File: src/rtl/ptp_stamp_pkg.sv
package ptp_stamp_pkg;

    typedef enum logic [1:0] {
        ST_IDLE,
        ST_PRE,
        ST_HDR,
        ST_DRAIN
    } cls_state_e;

    localparam logic [7:0] PRE_BYTE = 8'h55;
    localparam logic [7:0] SFD_BYTE = 8'hD5;

    // Header byte offsets, counted from the first byte after the delimiter
    localparam int OFF_ETH_HI   = 12;
    localparam int OFF_ETH_LO   = 13;
    localparam int OFF_VIHL     = 14;
    localparam int OFF_PROTO    = 23;
    localparam int OFF_DPORT_HI = 36;
    localparam int OFF_DPORT_LO = 37;
    localparam int OFF_MTYPE    = 42;
    localparam int OFF_SEQ_HI   = 72;
    localparam int OFF_SEQ_LO   = 73;

    localparam logic [7:0] VAL_ETH_HI   = 8'h08;
    localparam logic [7:0] VAL_ETH_LO   = 8'h00;
    localparam logic [7:0] VAL_VIHL     = 8'h45;
    localparam logic [7:0] VAL_PROTO    = 8'h11;
    localparam logic [7:0] VAL_DPORT_HI = 8'h01;
    localparam logic [7:0] VAL_DPORT_LO = 8'h3F;
    localparam logic [3:0] MAX_EVENT    = 4'd1;

    localparam int IDX_W = $clog2(OFF_SEQ_LO + 1);

endpackage

File: src/rtl/ptp_frame_classifier.sv
module ptp_frame_classifier
    import ptp_stamp_pkg::*;
#(
    parameter int TS_W = 64
) (
    input  logic            clk,
    input  logic            rst_n,
    input  logic            in_valid,
    input  logic [7:0]      in_data,
    input  logic [TS_W-1:0] now,
    output logic            push,
    output logic [TS_W-1:0] push_ts,
    output logic [3:0]      push_type,
    output logic [15:0]     push_seq
);

    cls_state_e       state_q, state_d;
    logic [IDX_W-1:0] idx_q;
    logic [TS_W-1:0]  ts_q;
    logic [3:0]       type_q;
    logic [7:0]       seq_hi_q;
    logic             field_bad;
    logic             last_byte;
    logic             capture;

    // Field check for the byte at the current header index
    always_comb begin
        field_bad = 1'b0;
        case (int'(idx_q))
            OFF_ETH_HI:   field_bad = (in_data != VAL_ETH_HI);
            OFF_ETH_LO:   field_bad = (in_data != VAL_ETH_LO);
            OFF_VIHL:     field_bad = (in_data != VAL_VIHL);
            OFF_PROTO:    field_bad = (in_data != VAL_PROTO);
            OFF_DPORT_HI: field_bad = (in_data != VAL_DPORT_HI);
            OFF_DPORT_LO: field_bad = (in_data != VAL_DPORT_LO);
            OFF_MTYPE:    field_bad = (in_data[3:0] > MAX_EVENT);
            default:      field_bad = 1'b0;
        endcase
    end

    assign last_byte = (idx_q == IDX_W'(OFF_SEQ_LO));

    // State register
    always_ff @(posedge clk) begin
        if (!rst_n) state_q <= ST_IDLE;
        else        state_q <= state_d;
    end

    // Next state
    always_comb begin
        state_d = state_q;
        unique case (state_q)
            ST_IDLE: begin
                if (in_valid) state_d = (in_data == PRE_BYTE) ? ST_PRE : ST_DRAIN;
            end
            ST_PRE: begin
                if (!in_valid)                state_d = ST_IDLE;
                else if (in_data == SFD_BYTE) state_d = ST_HDR;
                else if (in_data != PRE_BYTE) state_d = ST_DRAIN;
            end
            ST_HDR: begin
                if (!in_valid)                  state_d = ST_IDLE;
                else if (field_bad || last_byte) state_d = ST_DRAIN;
            end
            ST_DRAIN: begin
                if (!in_valid) state_d = ST_IDLE;
            end
            default: state_d = ST_IDLE;
        endcase
    end

    // Outputs of the state machine
    always_comb begin
        capture = 1'b0;
        push    = 1'b0;
        unique case (state_q)
            ST_PRE:   capture = in_valid && (in_data == SFD_BYTE);
            ST_HDR:   push    = in_valid && !field_bad && last_byte;
            ST_IDLE,
            ST_DRAIN: ;
            default:  ;
        endcase
    end

    // Capture registers and header index
    always_ff @(posedge clk) begin
        if (!rst_n) begin
            idx_q    <= '0;
            ts_q     <= '0;
            type_q   <= '0;
            seq_hi_q <= '0;
        end else begin
            if (capture) begin
                ts_q  <= now;
                idx_q <= '0;
            end else if (state_q == ST_HDR && in_valid) begin
                idx_q <= idx_q + 1'b1;
            end
            if (state_q == ST_HDR && in_valid && int'(idx_q) == OFF_MTYPE)
                type_q <= in_data[3:0];
            if (state_q == ST_HDR && in_valid && int'(idx_q) == OFF_SEQ_HI)
                seq_hi_q <= in_data;
        end
    end

    assign push_ts   = ts_q;
    assign push_type = type_q;
    assign push_seq  = {seq_hi_q, in_data};

endmodule

File: src/rtl/ptp_record_fifo.sv
module ptp_record_fifo #(
    parameter int W     = 84,
    parameter int DEPTH = 4
) (
    input  logic         clk,
    input  logic         rst_n,
    input  logic         wr,
    input  logic [W-1:0] wr_data,
    input  logic         rd,
    output logic         not_empty,
    output logic [W-1:0] head,
    output logic         ovf
);

    localparam int AW    = (DEPTH > 1) ? $clog2(DEPTH) : 1;
    localparam int CNT_W = $clog2(DEPTH + 1);

    logic [W-1:0]     mem [DEPTH];
    logic [AW-1:0]    wp_q, rp_q;
    logic [CNT_W-1:0] cnt_q;
    logic             full, do_wr, do_rd;

    assign full      = (cnt_q == CNT_W'(DEPTH));
    assign not_empty = (cnt_q != '0);
    assign do_wr     = wr && !full;
    assign do_rd     = rd && not_empty;
    assign head      = mem[rp_q];

    always_ff @(posedge clk) begin
        if (!rst_n) begin
            wp_q  <= '0;
            rp_q  <= '0;
            cnt_q <= '0;
            ovf   <= 1'b0;
        end else begin
            if (do_wr) wp_q <= (int'(wp_q) == DEPTH - 1) ? '0 : wp_q + 1'b1;
            if (do_rd) rp_q <= (int'(rp_q) == DEPTH - 1) ? '0 : rp_q + 1'b1;
            cnt_q <= cnt_q + CNT_W'(do_wr) - CNT_W'(do_rd);
            if (wr && full) ovf <= 1'b1;
        end
    end

    always_ff @(posedge clk) begin
        if (do_wr) mem[wp_q] <= wr_data;
    end

endmodule

File: src/rtl/ptp_stamp_lane.sv
module ptp_stamp_lane #(
    parameter int TS_W  = 64,
    parameter int DEPTH = 4
) (
    input  logic            clk,
    input  logic            rst_n,
    input  logic [TS_W-1:0] now,
    input  logic            in_valid,
    input  logic [7:0]      in_data,
    output logic            out_valid,
    output logic [7:0]      out_data,
    output logic            rec_valid,
    output logic [TS_W-1:0] rec_ts,
    output logic [3:0]      rec_type,
    output logic [15:0]     rec_seq,
    input  logic            rec_pop,
    output logic            ovf
);

    localparam int REC_W = TS_W + 4 + 16;

    logic             push;
    logic [TS_W-1:0]  p_ts;
    logic [3:0]       p_type;
    logic [15:0]      p_seq;
    logic [REC_W-1:0] head;

    // Zero-latency forwarding
    assign out_valid = in_valid;
    assign out_data  = in_data;

    ptp_frame_classifier #(.TS_W(TS_W)) u_cls (
        .clk       (clk),
        .rst_n     (rst_n),
        .in_valid  (in_valid),
        .in_data   (in_data),
        .now       (now),
        .push      (push),
        .push_ts   (p_ts),
        .push_type (p_type),
        .push_seq  (p_seq)
    );

    ptp_record_fifo #(.W(REC_W), .DEPTH(DEPTH)) u_fifo (
        .clk       (clk),
        .rst_n     (rst_n),
        .wr        (push),
        .wr_data   ({p_ts, p_type, p_seq}),
        .rd        (rec_pop),
        .not_empty (rec_valid),
        .head      (head),
        .ovf       (ovf)
    );

    assign {rec_ts, rec_type, rec_seq} = head;

endmodule

File: src/rtl/ptp_event_stamper.sv
module ptp_event_stamper #(
    parameter int TS_W  = 64,
    parameter int DEPTH = 4
) (
    input  logic            clk,
    input  logic            rst_n,
    input  logic [TS_W-1:0] local_time,
    input  logic            rx_in_valid,
    input  logic [7:0]      rx_in_data,
    output logic            rx_out_valid,
    output logic [7:0]      rx_out_data,
    output logic            rx_rec_valid,
    output logic [TS_W-1:0] rx_rec_ts,
    output logic [3:0]      rx_rec_type,
    output logic [15:0]     rx_rec_seq,
    input  logic            rx_rec_pop,
    output logic            rx_ovf,
    input  logic            tx_in_valid,
    input  logic [7:0]      tx_in_data,
    output logic            tx_out_valid,
    output logic [7:0]      tx_out_data,
    output logic            tx_rec_valid,
    output logic [TS_W-1:0] tx_rec_ts,
    output logic [3:0]      tx_rec_type,
    output logic [15:0]     tx_rec_seq,
    input  logic            tx_rec_pop,
    output logic            tx_ovf
);

    ptp_stamp_lane #(.TS_W(TS_W), .DEPTH(DEPTH)) u_rx (
        .clk       (clk),
        .rst_n     (rst_n),
        .now       (local_time),
        .in_valid  (rx_in_valid),
        .in_data   (rx_in_data),
        .out_valid (rx_out_valid),
        .out_data  (rx_out_data),
        .rec_valid (rx_rec_valid),
        .rec_ts    (rx_rec_ts),
        .rec_type  (rx_rec_type),
        .rec_seq   (rx_rec_seq),
        .rec_pop   (rx_rec_pop),
        .ovf       (rx_ovf)
    );

    ptp_stamp_lane #(.TS_W(TS_W), .DEPTH(DEPTH)) u_tx (
        .clk       (clk),
        .rst_n     (rst_n),
        .now       (local_time),
        .in_valid  (tx_in_valid),
        .in_data   (tx_in_data),
        .out_valid (tx_out_valid),
        .out_data  (tx_out_data),
        .rec_valid (tx_rec_valid),
        .rec_ts    (tx_rec_ts),
        .rec_type  (tx_rec_type),
        .rec_seq   (tx_rec_seq),
        .rec_pop   (tx_rec_pop),
        .ovf       (tx_ovf)
    );

endmodule

File: config.mk
export PLATFORM = sky130hd
export DESIGN_NAME = ptp_event_stamper
export DESIGN_NICKNAME = d
export VERILOG_FILES = /design/src/rtl/ptp_stamp_pkg.sv /design/src/rtl/ptp_frame_classifier.sv /design/src/rtl/ptp_record_fifo.sv /design/src/rtl/ptp_stamp_lane.sv /design/src/rtl/ptp_event_stamper.sv
export SDC_FILE = /design/constraint.sdc
export NUM_CORES = 1
export LEC_CHECK = 0
export BUFFER_PORTS_ARGS = -buffer_cell sky130_fd_sc_hd__buf_2
export CORE_AREA = 2 2 263 369
export CTS_BUF_LIST = sky130_fd_sc_hd__clkbuf_16
export DETAILED_ROUTE_END_ITERATION = 10
export DIE_AREA = 0 0 265 371
export PLACE_DENSITY = 0.64
export SYNTH_ARGS = -nofsm -noshare
export SYNTH_HDL_FRONTEND = slang
export SYNTH_HIERARCHICAL = 1
export SYNTH_SLANG_ARGS = --single-unit
File: constraint.sdc
create_clock -name clk -period 3.88 [get_ports clk]
set_input_delay 0.388 -clock clk [delete_from_list [all_inputs] [get_ports clk]]
set_output_delay 0.388 -clock clk [all_outputs]
set_load 0.1 [all_outputs]
==> results.json <==
{
  "outcome": "finished, final reports clean",
  "finalSetupTns_ns": 0,
  "drv_cap": 0,
  "tritoncts": "yes",
  "path_cells": "inv_1 > ha_1 > nor4bb_1 > and3_1 > nor2b_1 > xnor2_1 > ha_1 > inv_1 > fa_1 > xnor2_1 > xnor2_1 > and2_1",
  "async_flop_share_pct": 0,
  "yosys_register_bits": 862,
  "vias_per_cell": 5.02,
  "ir_drop_mv": 0.313,
  "die_y_um": 371,
  "p_comb_share_pct": 1.9,
  "clockRootBuffer": "clkbuf_16",
  "internal_power_mw": 14.6,
  "holdPathStages": 3,
  "dr.pass1.iters": 6,
  "min_to": "u_rx/u_cls/push_ts[20]$_SDFFE_PN0P_",
  "maxSlewViolCount": 0,
  "syn-num-nets": 1965,
  "syn-cell-area_mm2": 0.0330,
  "num_vias": 17441,
  "die_w_um": 265,
  "power_density_mw_per_mm2": 471,
  "synth_top_family_by_area": "multiplexers",
  "drc": 0,
  "fmax_mhz": 309,
  "drt_wl_total_um": 80600,
  "dpl_worst_slack_ns": 0.631,
  "rsz0062_at_grt": "no",
  "cts_made_buffers": 84,
  "rr_worst_depth": 12,
  "core_mm2": 0.0949,
  "drive_gt1_share_pct": 31.2,
  "clkPwrFrac_pct": 44.4,
  "worstHoldPathType": "in2reg",
  "max_stage_delay_ns": 0.57,
  "syn_avg_cell_area_um2": 17.7,
  "post-route-util_pct": 40.9,
  "cp.buffers_inverters": 2,
  "grt_overflow": 0,
  "fill_cells": 8517,
  "r2r-start": "u_rx/u_cls/idx_q[1]$_SDFFE_PP0P_",
  "clkSinkCount": 862,
  "required_ns": 4.43,
  "register_area_mm2": 0.0240,
  "numPortBuffers": 275,
  "grt_start_max_net_pins": 104,
  "postSynthCellCount": 1857,
  "antenna_found_initial": 5,
  "p_switching_mw": 3.72,
  "swShare_pct": 20.3,
  "cpLargestDelayFamily": "simple AND/OR/NAND/NOR gates",
  "synth-seq-area-share_pct": 72.8,
  "start_util_pct": 34.7,
  "slowest_stage": "nor2b_1",
  "final_nets": 2285,
  "start_kind": "flop",
  "multi_input_area_mm2": 0.00815,
  "leakage_nw": 13.1,
  "critical_path.max_fanout": 8,
  "worstMarginPinSlew_ns": 0.986,
  "place_hpwl_um": 52700,
  "grt_pass1_vias": 17970,
  "drt_iter0_markers": 1525,
  "final_cell_mix": "edfxtp_1, nand2_1, buf_2",
  "skew_ns": 0.0169,
  "ys.warnings.count": 6,
  "synth_compound_area_share_pct": 4.68,
  "synth_xor_xnor_area_share_pct": 0.505,
  "power_frac_seq_pct": 53.8,
  "r2r_slack_ns": 0.65,
  "clk_latency_ns": 0.65,
  "die_area_mm2": 0.0983,
  "hold_viol_final": 0,
  "synth_edf_count": 672,
  "cts.clk_slew.worst_paths_ns": 0.07,
  "grt_pass1_wl_um": 118000,
  "path_common_cell": "xnor2_1",
  "area_growth_pct": 17.8,
  "slew_headroom_pct": 34.3,
  "cp-end-kind": "flop",
  "antenna_left": 0,
  "setup_ws_ns": 0.649,
  "synth_cell_type_count": 65,
  "setup_viol": 0,
  "gp_congestion": 0.800,
  "wl_per_cell_um": 23.2,
  "crit_type": "reg2reg",
  "clk_path_buf_depth": 3,
  "r2r-end": "u_rx/u_fifo/cnt_q[2]$_SDFF_PN0_",
  "synth.area.mux_share_pct": 12.4,
  "hp-start": "local_time[20]",
  "fin_crit_ns": 3.23,
  "finalCritPeriodShare_pct": 83.3,
  "synthSimpleGateAreaFrac_pct": 6.19,
  "yosys.area_share.adder_pct": 0.881,
  "layout_commonest_cell": "edfxtp_1",
  "synth-main-ff-cell": "edfxtp_1",
  "std_cell_rows": 134,
  "crit_arrival_ns": 3.78,
  "grt.total_usage_pct": 16.2,
  "ctsHtreeMaxLevel": 3,
  "io_pins": 276
}
[per-stage QoR]
step,hold slack [ns],instances,instance area (um2),power [mW]
floorplan,0.460,1857,33000,10.2
finish,0.0300,3476,38800,18.3
global route,0.0145,3475,38800,18.8
global placement,0.466,3275,35700,10.3
detailed placement,0.480,3275,35700,10.3
CTS,0.00133,3471,38800,18.5
[worst min-delay path, delay by kind of cell]
kind | cells | cell delay, ns
AOI/OAI and AO/OA | 1 | 0.05
buffers and inverters | 1 | 0.14
and+or+nand+nor | 1 | 0.06
[per-layer routing]
layer	GRT usage, %	share of wire [%]	routed length [um]
met1	20.3	41	32800
met3	3.11	5.8	4650
met5	0	0	0
met2	28.0	51	40800
met4	5.85	2.9	2310
[layout make-up]
| class | count | area share [%] |
|---|---|---|
| tap | 1224 | 3.95 |
| clock buffer | 87 | 5.61 |
| multi-input combinational | 859 | 21.0 |
| sequential | 862 | 61.8 |
| clock inverter | 69 | 1.47 |
| antenna | 5 | 0.0322 |
| inverter | 11 | 0.106 |
| timing repair buffer | 359 | 6.02 |
[flip-flops by register name, indices dropped and copies added, names as in the netlist, 7 cells and up, named ones only]
signal,count
u_tx/u_cls/seq_hi_q,8
u_rx/u_fifo/mem,336
u_tx/u_cls/push_ts,64
u_tx/u_fifo/mem,336
u_rx/u_cls/idx_q,7
u_rx/u_cls/seq_hi_q,8
u_tx/u_cls/idx_q,7
u_rx/u_cls/push_ts,64
[what timing repair did]
action	4_1_cts	5_1_grt
hold buffers	40	0
endpoints found under the hold margin	54	0
gates resized for setup	0	0
setup buffers	0	0
[kinds of logic (layout without fill, tap and decap cells)]
| family | after synthesis | count (layout) |
|---|---|---|
| compound gates | 180 | 180 |
| buf+inv | 136 | 526 |
| other cells | 0 | 5 |
| xor+xnor | 19 | 19 |
| flops | 862 | 862 |
| simple gates | 440 | 440 |
| mux | 198 | 198 |
| fa+ha+maj | 22 | 22 |
[power by group through the flow]
stage               clock network [mW]  registers [mW]  logic (mW)
finish                            8.12            9.83       0.341
global route                      8.64            9.83       0.359
CTS                               8.31            9.83       0.346
detailed placement                   0            10.0       0.313
global placement                     0            10.0       0.308
floorplan                            0            10.0       0.186
[worst max-delay path by stage]
stage                                          start                               to  slack (ns)  cells after the start
CTS                 u_rx/u_cls/idx_q[1]$_SDFFE_PP0P_  u_rx/u_fifo/mem[0][5]$_DFFE_PP_        0.61                      7
detailed placement  u_rx/u_cls/idx_q[1]$_SDFFE_PP0P_  u_rx/u_fifo/mem[0][5]$_DFFE_PP_        0.63                      7
finish              u_rx/u_cls/idx_q[1]$_SDFFE_PP0P_  u_rx/u_fifo/cnt_q[2]$_SDFF_PN0_        0.65                     12
floorplan           u_rx/u_cls/idx_q[1]$_SDFFE_PP0P_  u_rx/u_fifo/mem[0][0]$_DFFE_PP_       0.006                      7
global placement    u_rx/u_cls/idx_q[1]$_SDFFE_PP0P_  u_rx/u_fifo/cnt_q[2]$_SDFF_PN0_        0.67                     12
global route        u_rx/u_cls/idx_q[1]$_SDFFE_PP0P_  u_rx/u_fifo/mem[0][4]$_DFFE_PP_        0.37                      7
[synthesized netlist by cell type, types with 4 or more instances]
| cell | n | share of area [%] |
|---|---|---|
| a21boi_0 | 6 | 0.14 |
| a21boi_1 | 64 | 1.5 |
| a21boi_2 | 60 | 2.1 |
| a21oi_1 | 13 | 0.20 |
| and2_1 | 12 | 0.23 |
| and3b_1 | 4 | 0.11 |
| buf_2 | 31 | 0.47 |
| buf_4 | 39 | 0.89 |
| buf_6 | 21 | 0.72 |
| clkbuf_1 | 34 | 0.39 |
| dfxtp_1 | 190 | 12 |
| edfxtp_1 | 672 | 61 |
| ha_1 | 20 | 0.76 |
| inv_1 | 11 | 0.13 |
| mux2i_1 | 30 | 0.91 |
| mux4_2 | 168 | 11 |
| nand2_1 | 289 | 3.3 |
| nand3_1 | 15 | 0.23 |
| nand4_1 | 8 | 0.15 |
| nor2_1 | 29 | 0.33 |
| nor2b_1 | 36 | 0.68 |
| o21ai_0 | 17 | 0.26 |
| or3_1 | 8 | 0.15 |
| xnor2_1 | 14 | 0.37 |
| xor2_1 | 5 | 0.13 |
Power figures use the tool's default switching activity.
